### src/rtl/tlb_pkg.sv
package tlb_pkg;

    localparam int WORD_W      = 32;
    localparam int VALID_BIT   = 6;
    localparam int SIZE_LO     = 7;
    localparam int PN_LO       = 10;
    localparam int WR_BIT      = 8;
    localparam int EX_BIT      = 9;
    localparam int ZSEL_LO     = 4;

    typedef enum logic [1:0] {
        ST_MISS  = 2'b00,
        ST_FAULT = 2'b01,
        ST_HIT   = 2'b10
    } tlb_status_e;

    typedef enum logic [1:0] {
        ACC_READ  = 2'd0,
        ACC_WRITE = 2'd1,
        ACC_FETCH = 2'd2
    } tlb_acc_e;

    typedef enum logic [1:0] {
        V_PASS  = 2'd0,
        V_HIT   = 2'd1,
        V_FAULT = 2'd2
    } tlb_verdict_e;

    typedef struct packed {
        logic [WORD_W-1:0] tag;
        logic [WORD_W-1:0] data;
        logic [7:0]        tid;
    } tlb_slot_t;

    typedef struct packed {
        logic [WORD_W-1:0] va;
        logic [1:0]        acc;
        logic              user;
        logic [7:0]        pid;
        logic [WORD_W-1:0] zpr;
    } tlb_query_t;

    // Keeps the address bits at and above the page boundary of size code c.
    function automatic logic [WORD_W-1:0] page_keep_mask(input logic [2:0] c);
        logic [4:0] sh;
        sh = 5'd10 + {1'b0, c, 1'b0};
        return ~((32'd1 << sh) - 32'd1);
    endfunction

    // Zone z owns two bits counted from the most significant end.
    function automatic logic [1:0] zone_code(input logic [WORD_W-1:0] zw,
                                             input logic [3:0] z);
        logic [4:0] sh;
        sh = 5'd30 - {z, 1'b0};
        return zw[sh +: 2];
    endfunction

endpackage

### src/rtl/tlb_slot_store.sv
module tlb_slot_store
    import tlb_pkg::*;
#(
    parameter int ENTRIES = 8,
    localparam int IDX_W  = $clog2(ENTRIES)
) (
    input  logic             clk,
    input  logic             rst,
    input  logic             wr_en,
    input  logic [IDX_W-1:0] wr_idx,
    input  tlb_slot_t        wr_slot,
    input  logic [IDX_W-1:0] rd_idx,
    output tlb_slot_t        rd_slot
);

    tlb_slot_t mem [ENTRIES];

    always_ff @(posedge clk) begin
        if (rst) begin
            for (int i = 0; i < ENTRIES; i++) begin
                mem[i] <= '0;
            end
        end else if (wr_en) begin
            mem[wr_idx] <= wr_slot;
        end
    end

    assign rd_slot = mem[rd_idx];

endmodule

### src/rtl/tlb_slot_judge.sv
module tlb_slot_judge
    import tlb_pkg::*;
#(
    parameter int              ZONE_COUNT = 8,
    parameter bit              ZONES_ON   = 1'b1,
    parameter logic [31:0]     ADDR_MASK  = 32'hFFFF_FFFF
) (
    input  tlb_slot_t    slot,
    input  tlb_query_t   q,
    output tlb_verdict_e verdict,
    output logic [31:0]  phys,
    output logic [2:0]   code
);

    localparam logic [4:0] ZLIM = 5'(ZONE_COUNT);

    logic       present, addr_eq, owner_ok;
    logic [3:0] zsel;
    logic [1:0] zc;
    logic       may_wr, may_ex, hide;

    assign code     = slot.tag[SIZE_LO +: 3];
    assign present  = slot.tag[VALID_BIT];
    assign addr_eq  = ((q.va ^ slot.tag) & page_keep_mask(code)) == '0;
    assign owner_ok = (slot.tid == 8'd0) || (slot.tid == q.pid);
    assign zsel     = slot.data[ZSEL_LO +: 4];
    assign phys     = slot.data & {{(WORD_W-PN_LO){1'b1}}, {PN_LO{1'b0}}} & ADDR_MASK;

    generate
        if (ZONES_ON) begin : g_zones
            assign zc = ({1'b0, zsel} > ZLIM) ? 2'd1 : zone_code(q.zpr, zsel);
        end else begin : g_flat
            assign zc = 2'd1;
        end
    endgenerate

    always_comb begin
        may_wr = slot.data[WR_BIT];
        may_ex = slot.data[EX_BIT];
        hide   = 1'b0;
        case (zc)
            2'd0: hide = q.user;
            2'd2: if (!q.user) begin
                      may_wr = 1'b1;
                      may_ex = 1'b1;
                  end
            2'd3: begin
                      may_wr = 1'b1;
                      may_ex = 1'b1;
                  end
            default: ;
        endcase

        if (!(present && addr_eq && owner_ok) || hide) begin
            verdict = V_PASS;
        end else if ((q.acc == ACC_WRITE && !may_wr) ||
                     (q.acc == ACC_FETCH && !may_ex)) begin
            verdict = V_FAULT;
        end else begin
            verdict = V_HIT;
        end
    end

endmodule

### src/rtl/tlb_scan_ctrl.sv
module tlb_scan_ctrl
    import tlb_pkg::*;
#(
    parameter int ENTRIES = 8,
    localparam int IDX_W  = $clog2(ENTRIES)
) (
    input  logic             clk,
    input  logic             rst,
    input  logic             start,
    input  tlb_query_t       q_in,
    output tlb_query_t       q_hold,
    output logic [IDX_W-1:0] scan_idx,
    input  tlb_verdict_e     verdict,
    input  logic [31:0]      phys,
    input  logic [2:0]       code,
    output logic             busy,
    output logic             done,
    output tlb_status_e      status,
    output logic [IDX_W-1:0] hit_idx,
    output logic [31:0]      pa,
    output logic [2:0]       page_code
);

    localparam logic [IDX_W-1:0] LAST = IDX_W'(ENTRIES - 1);

    always_ff @(posedge clk) begin
        if (rst) begin
            q_hold    <= '0;
            scan_idx  <= '0;
            busy      <= 1'b0;
            done      <= 1'b0;
            status    <= ST_MISS;
            hit_idx   <= '0;
            pa        <= '0;
            page_code <= '0;
        end else begin
            done <= 1'b0;
            if (busy) begin
                if (verdict != V_PASS) begin
                    busy      <= 1'b0;
                    done      <= 1'b1;
                    hit_idx   <= scan_idx;
                    status    <= (verdict == V_HIT) ? ST_HIT : ST_FAULT;
                    pa        <= (verdict == V_HIT) ? phys : '0;
                    page_code <= (verdict == V_HIT) ? code : '0;
                end else if (scan_idx == LAST) begin
                    busy      <= 1'b0;
                    done      <= 1'b1;
                    hit_idx   <= '0;
                    status    <= ST_MISS;
                    pa        <= '0;
                    page_code <= '0;
                end else begin
                    scan_idx <= scan_idx + 1'b1;
                end
            end else if (start) begin
                busy     <= 1'b1;
                scan_idx <= '0;
                q_hold   <= q_in;
            end
        end
    end

endmodule

### src/rtl/tlb_scan_engine.sv
module tlb_scan_engine
    import tlb_pkg::*;
#(
    parameter int          ENTRIES    = 8,
    parameter int          ZONE_COUNT = 8,
    parameter bit          ZONES_ON   = 1'b1,
    parameter logic [31:0] ADDR_MASK  = 32'hFFFF_FFFF
) (
    input  logic                       clk,
    input  logic                       rst,
    input  logic                       wr_en,
    input  logic [$clog2(ENTRIES)-1:0] wr_idx,
    input  logic [31:0]                wr_tag,
    input  logic [31:0]                wr_data,
    input  logic [7:0]                 wr_tid,
    input  logic                       start,
    input  logic [31:0]                va,
    input  logic [1:0]                 acc,
    input  logic                       user,
    input  logic [7:0]                 pid,
    input  logic [31:0]                zpr,
    output logic                       busy,
    output logic                       done,
    output logic [1:0]                 status,
    output logic [$clog2(ENTRIES)-1:0] hit_idx,
    output logic [31:0]                pa,
    output logic [2:0]                 page_code
);

    localparam int IDX_W = $clog2(ENTRIES);

    tlb_slot_t        wslot, cur_slot;
    tlb_query_t       qin, qh;
    logic [IDX_W-1:0] sidx;
    tlb_verdict_e     verdict;
    logic [31:0]      phys;
    logic [2:0]       code;
    tlb_status_e      st;

    assign wslot = '{tag: wr_tag, data: wr_data, tid: wr_tid};
    assign qin   = '{va: va, acc: acc, user: user, pid: pid, zpr: zpr};

    tlb_slot_store #(.ENTRIES(ENTRIES)) u_store (
        .clk     (clk),
        .rst     (rst),
        .wr_en   (wr_en),
        .wr_idx  (wr_idx),
        .wr_slot (wslot),
        .rd_idx  (sidx),
        .rd_slot (cur_slot)
    );

    tlb_slot_judge #(
        .ZONE_COUNT (ZONE_COUNT),
        .ZONES_ON   (ZONES_ON),
        .ADDR_MASK  (ADDR_MASK)
    ) u_judge (
        .slot    (cur_slot),
        .q       (qh),
        .verdict (verdict),
        .phys    (phys),
        .code    (code)
    );

    tlb_scan_ctrl #(.ENTRIES(ENTRIES)) u_ctrl (
        .clk       (clk),
        .rst       (rst),
        .start     (start),
        .q_in      (qin),
        .q_hold    (qh),
        .scan_idx  (sidx),
        .verdict   (verdict),
        .phys      (phys),
        .code      (code),
        .busy      (busy),
        .done      (done),
        .status    (st),
        .hit_idx   (hit_idx),
        .pa        (pa),
        .page_code (page_code)
    );

    assign status = st;

endmodule

### config.mk
export PLATFORM = sky130hd
export DESIGN_NAME = tlb_scan_engine
export DESIGN_NICKNAME = d
export VERILOG_FILES = /design/src/rtl/tlb_pkg.sv /design/src/rtl/tlb_slot_store.sv /design/src/rtl/tlb_slot_judge.sv /design/src/rtl/tlb_scan_ctrl.sv /design/src/rtl/tlb_scan_engine.sv
export SDC_FILE = /design/constraint.sdc
export NUM_CORES = 1
export LEC_CHECK = 0
export CAP_MARGIN = 40
export CELL_PAD_IN_SITES_DETAIL_PLACEMENT = 1
export CELL_PAD_IN_SITES_GLOBAL_PLACEMENT = 1
export CORE_ASPECT_RATIO = 1.25
export CORE_MARGIN = 2
export CORE_UTILIZATION = 48
export CTS_CLUSTER_DIAMETER = 200
export DETAILED_ROUTE_END_ITERATION = 10
export GPL_TIMING_DRIVEN = 0
export PLACE_DENSITY_LB_ADDON = 0.1
export SLEW_MARGIN = 5
export SYNTH_ARGS = -nofsm -noshare
export SYNTH_HDL_FRONTEND = slang
export SYNTH_HIERARCHICAL = 1
export SYNTH_SLANG_ARGS = --single-unit
### constraint.sdc
create_clock -name clk -period 8.5 [get_ports clk]
set_input_delay 1.275 -clock clk [delete_from_list [all_inputs] [get_ports clk]]
set_output_delay 1.275 -clock clk [all_outputs]
set_load 0.05 [all_outputs]
# Word-level counts from Yosys, hierarchy flattened
# Memories as Yosys holds them, arrays and structs flattened. A register that Yosys moved wholly into a read port is not among the register bits.
# Cells that the tools add are included.
# classes
add_sub_neg	4
mul	0
div	0
magnitude_cmp	1
eq_ne	9
shifts	2
muxes	38
bitwise	4
reduce_logical	21
# op_table
operator	n
two-way mux 32 bit	3
two-way mux 72 bit	1
OR reduction 72 bit	1
two-way mux 3 bit	11
AND 32 bit	1
logical NOT 32 bit	1
inverter 32 bit	1
indexed part select 32 x 6 -> 2 bit	1
left shift 1 x 5 -> 32 bit, first input constant	1
subtractor 32 x 1 -> 32 bit, second input constant	1
bitwise XOR 32 bit	1
two-way mux 1 bit	15
two-way mux 2 bit	6
equality test 8 bit	1
logical NOT 8 bit	1
equality test 2 bit, second input constant	3
nonzero test 2 bit	3
adder 4 x 4 -> 5 bit, first input constant	1
subtractor 5 bit, first input constant	1
equality test 2 x 1 -> 1 bit, second input constant	2
> comparator 4 bit, second input constant	1
logical AND 1 bit	4
inequality test 2 bit, second input constant	2
case mux 1 bit (2 select lines)	2
9 further kinds	14
# word_totals
ff_bits	120
latchBits	0
ramBits	576
rom_bits	0
in_bits	154
output_inout_bits	42
wordCells	92
mem_count	1
# mem_list
memory	depth	width	read_ports	rd_ports_with_merged_regs	write_ports	line_no	rtl
u_store.mem	8	72	1	1	8	tlb_slot_store.sv:16	tlb_slot_t mem [ENTRIES];

# Logic depth before layout (Yosys ltp)
# depth
word_depth	16
ltp_mapped	17
ltp_nobuf	11

# Modules after synthesis
# The synthesis kept the hierarchy.
# modules_own_cells
module	instances	cells_each	area_each_um2	seq_area_each_um2
tlb_slot_store	1	1623	25625.8	17296.6
tlb_scan_ctrl	1	484	4234.1	2402.3
tlb_slot_judge	1	148	1097.3	0.0

# Worst setup path after synthesis
# Ideal clock, no wire load.
# synth_path
path_kind	input to register
start	input port wr_idx[0]
end	memory u_store/mem[2][0] (netlist bit), enable pin
setup_ps	517
arrival_time_ps	5470
required_time_ps	7983
path_slack_ps	2512
path_stages	5
n_path_buf	3
path_cell_list	or3b_1 > clkbuf_1 > clkbuf_1 > buf_2 > o21bai_1
# synth_lines
item	line_no	rtl
from (decl)	tlb_scan_engine.sv:12	input logic [$clog2(ENTRIES)-1:0] wr_idx,
to (decl)	tlb_slot_store.sv:16	

# Worst setup path after layout
# layout_path
start	register u_ctrl.scan_idx[2]
end	register u_ctrl.pa[11]
# layout_via
elab_chain_cells	3
# layout_lines
item	line_no	rtl
from (decl)	tlb_scan_ctrl.sv:12	output logic [IDX_W-1:0] scan_idx,
from (signal assigned)	tlb_scan_ctrl.sv:54	scan_idx <= scan_idx + 1'b1;
equality test 3 bit	tlb_scan_ctrl.sv:46	end else if (scan_idx == LAST) begin
nonzero test 2 bit (no source line)	n/a	
AND reduction 2 bit (no source line)	n/a	
to (signal assigned)	tlb_scan_ctrl.sv:44	pa <= (verdict == V_HIT) ? phys : '0;
to (decl)	tlb_scan_ctrl.sv:20	output logic [31:0] pa,
# Every way passes these cells.
# A chain may end at the register's enable or synchronous reset.

==> impl_metrics.py <==
metrics = {
    "run_status": {
        "status": "finished, final reports clean",
    },
    "clock_network": {
        "postCtsHoldBufs": 0,
        "ctsResizeCount": 0,
        "worst_skew_pair.late_latency_ps": 610,
        "cts-root-buf": "clkbuf_16",
        "post_cts_buffers": 0,
        "clk_transition_reported_paths_ps": 60,
        "cts_buffers": 66,
        "cts_tree": "done",
        "htreeDepth": 3,
        "clock_sinks": 621,
        "clock_path_buffers": 3,
    },
    "logic_synthesis": {
        "yosys_warnings": 6,
        "postSynthAreaPerCell_um2": 13.71,
        "syn_area_um2": 27930,
        "syn_inst": 2038,
    },
    "worst_hold_path": {
        "min_path_cells": 2,
        "worstHoldPathType": "flip-flop to flip-flop",
        "hold_start": "u_ctrl/q_hold[24]$_SDFFE_PP0P_",
        "holdPathEnd": "u_ctrl/q_hold[24]$_SDFFE_PP0P_",
    },
    "die": {
        "dieArea_um2": 60150,
        "die_x_um": 219.8,
        "initial_core_util": 0.4868,
        "rows": 98,
        "die_h_um": 273.7,
        "core_um2": 57390,
        "io_pins": 196,
    },
    "timing": {
        "rsz0062_at_grt": "no",
        "finalSetupViolations": 0,
        "slew_viol_final": 0,
        "fin_crit_sh": 0.6429,
        "setup_slack_ps": 3036,
        "period_minus_slack_ps": 5464,
        "fmax_mhz": 183.0,
        "skew_ps": 17.29,
        "worstMarginPinSlew_ps": 928.9,
        "relSlewSlack": 0.3791,
        "hold_viol": 0,
    },
    "layout": {
        "fin_util": 0.5815,
        "final_nets": 2475,
        "drive_gt1_frac": 0.1878,
        "layout.cells.non_filler": 3120,
        "area_delta_synth_final_pct": 19.46,
    },
    "placement": {
        "dp_slack_ps": 3140,
        "dp_hpwl_mm": 61.92,
        "place_inst": 3000,
        "io_buffers": 169,
        "gp_congestion": 0.8219,
    },
    "pwr": {
        "peakVddDrop_mv": 0.1558,
        "leakage_nw": 10.57,
        "finalPower_mw": 7.123,
        "p_per_area_nw_per_um2": 213.4,
    },
    "global_route": {
        "antenna_found_initial": 1,
        "grt_start_max_net_pins": 25,
        "grt-ovfl-total": 0,
        "grt_pass1_wl_mm": 131.9,
        "grt_usage": 0.3001,
        "grt_pass1_vias": 20634,
    },
    "worst_setup_path": {
        "r2r_slack_ps": 3040,
        "timing.rr.end": "u_ctrl/pa[11]$_SDFFE_PP0P_",
        "worstSetupPathType": "flip-flop to flip-flop",
        "r2r_cells": 15,
        "worstPathRequired_ps": 8960,
        "endpoint_kind": "flip-flop",
        "cp_max_fo": 10,
        "cp.arrival_ps": 5930,
        "crit_path_start_kind": "flip-flop",
        "r2r_start": "u_ctrl/scan_idx[2]$_SDFFE_PP0P_",
    },
    "run": {
        "maxCapViolCount": 0,
    },
    "route": {
        "drtIter0Drc": 1551,
        "wl_met1_mm": 33.91,
        "wl_met2_mm": 45.97,
        "vias": 19033,
        "drc_errors": 0,
        "post_drt_wl_per_cell_um": 28.29,
        "top_layer": "met4",
        "wl_met3_mm": 5.968,
        "vias_per_cell": 6.100,
        "first_pass_iters": 5,
        "wl_mm": 88.28,
        "antenna_left": 0,
    },
}
-- metal layers --
layer / global-route usage / vias up
li1: - / 8237
met1: 0.3816 / 9809
met2: 0.5246 / 836
met3: 0.04533 / 151
met4: 0.1007 / 0
met5: 0 / -
-- flip-flops by register name (all words and copies together) (netlist names) --
name / cells
u_ctrl/hit_idx: 3
u_ctrl/status: 2
u_ctrl/busy: 1
u_ctrl/q_hold: 56
u_ctrl/done: 1
u_store/mem: 520
u_ctrl/page_code: 3
u_ctrl/scan_idx: 3
u_ctrl/pa: 32
-- area by class of cell --
type                            instances  area, um2
Clock buffer                           98       1911
Fill cell                            5638      24020
Antenna cell                            1      2.502
Multi-Input combinational cell       1112       8827
Tap cell                              750      938.4
Clock inverter                         21      143.9
Timing Repair Buffer                  202       2312
Inverter                               68      255.2
Sequential cell                       621      17640
Buffer                                247       1343
-- metrics by stage --
step / hold slack [ps] / instance area, um2 / setup TNS, ps
global placement: 441.7 / 30600 / -550470
global route: 474.8 / 33370 / 0
detailed placement: 446.9 / 31310 / 0
floorplan: 431.9 / 27970 / 0
CTS: 456.1 / 33370 / 0
finish: 457.8 / 33370 / 0
-- how the worst max path moves through the flow --
stage	startpoint	end	slack, ps	depth (start not counted)
2_1_floorplan	wr_idx[0]	u_store/mem[2][0]$_SDFFCE_PN0P_	2850	5
3_3_place_gp	rst	u_store/mem[4][34]$_SDFFCE_PN0P_	-1220	6
3_5_place_dp	u_ctrl/scan_idx[2]$_SDFFE_PP0P_	u_ctrl/pa[13]$_SDFFE_PP0P_	3140	15
4_1_cts	u_ctrl/scan_idx[2]$_SDFFE_PP0P_	u_ctrl/pa[11]$_SDFFE_PP0P_	3110	15
5_1_grt	u_ctrl/scan_idx[2]$_SDFFE_PP0P_	u_ctrl/pa[11]$_SDFFE_PP0P_	2940	15
6_report	u_ctrl/scan_idx[2]$_SDFFE_PP0P_	u_ctrl/pa[11]$_SDFFE_PP0P_	3040	15
-- layout by cell type (no fill, tap or decap), types with 7 or more instances in the layout --
cell / n
o21ai_0: 9
xor2_1: 7
a22oi_1: 33
o21bai_4: 8
buf_1: 9
buf_8: 7
buf_4: 44
clkbuf_16: 72
clkinv_1: 77
mux2_2: 14
xnor2_1: 29
buf_12: 25
dfxtp_1: 101
conb_1: 12
buf_2: 42
buf_6: 15
clkbuf_1: 157
nand2_1: 120
nor2_1: 42
mux2_4: 56
clkdlybuf4s50_1: 169
nor3_1: 521
mux4_2: 130
edfxtp_1: 520
a21oi_1: 69
-- critical path, stage by stage, from the launching register on --
cell	delay, ps
dfxtp_1	380
buf_2	460
clkbuf_1	590
mux4_2	420
mux2_2	350
xnor2_1	210
nand4_1	120
o21ai_0	640
nand3_1	190
nor4_2	620
and3_1	460
and3b_1	230
buf_6	180
buf_6	190
a22oi_1	180
nor2_1	60
-- where the power goes --
| part | internal, mW | leakage [nW] | total, mW | switching, mW |
|---|---|---|---|---|
| sequential | 3.47 | 5.81 | 3.53 | 0.0585 |
| combinational | 0.346 | 3.76 | 0.802 | 0.456 |
| clock | 1.62 | 1.00 | 2.79 | 1.17 |
| total | 5.43 | 10.6 | 7.12 | 1.69 |
No activity file was read; power rests on OpenSTA's default activity.
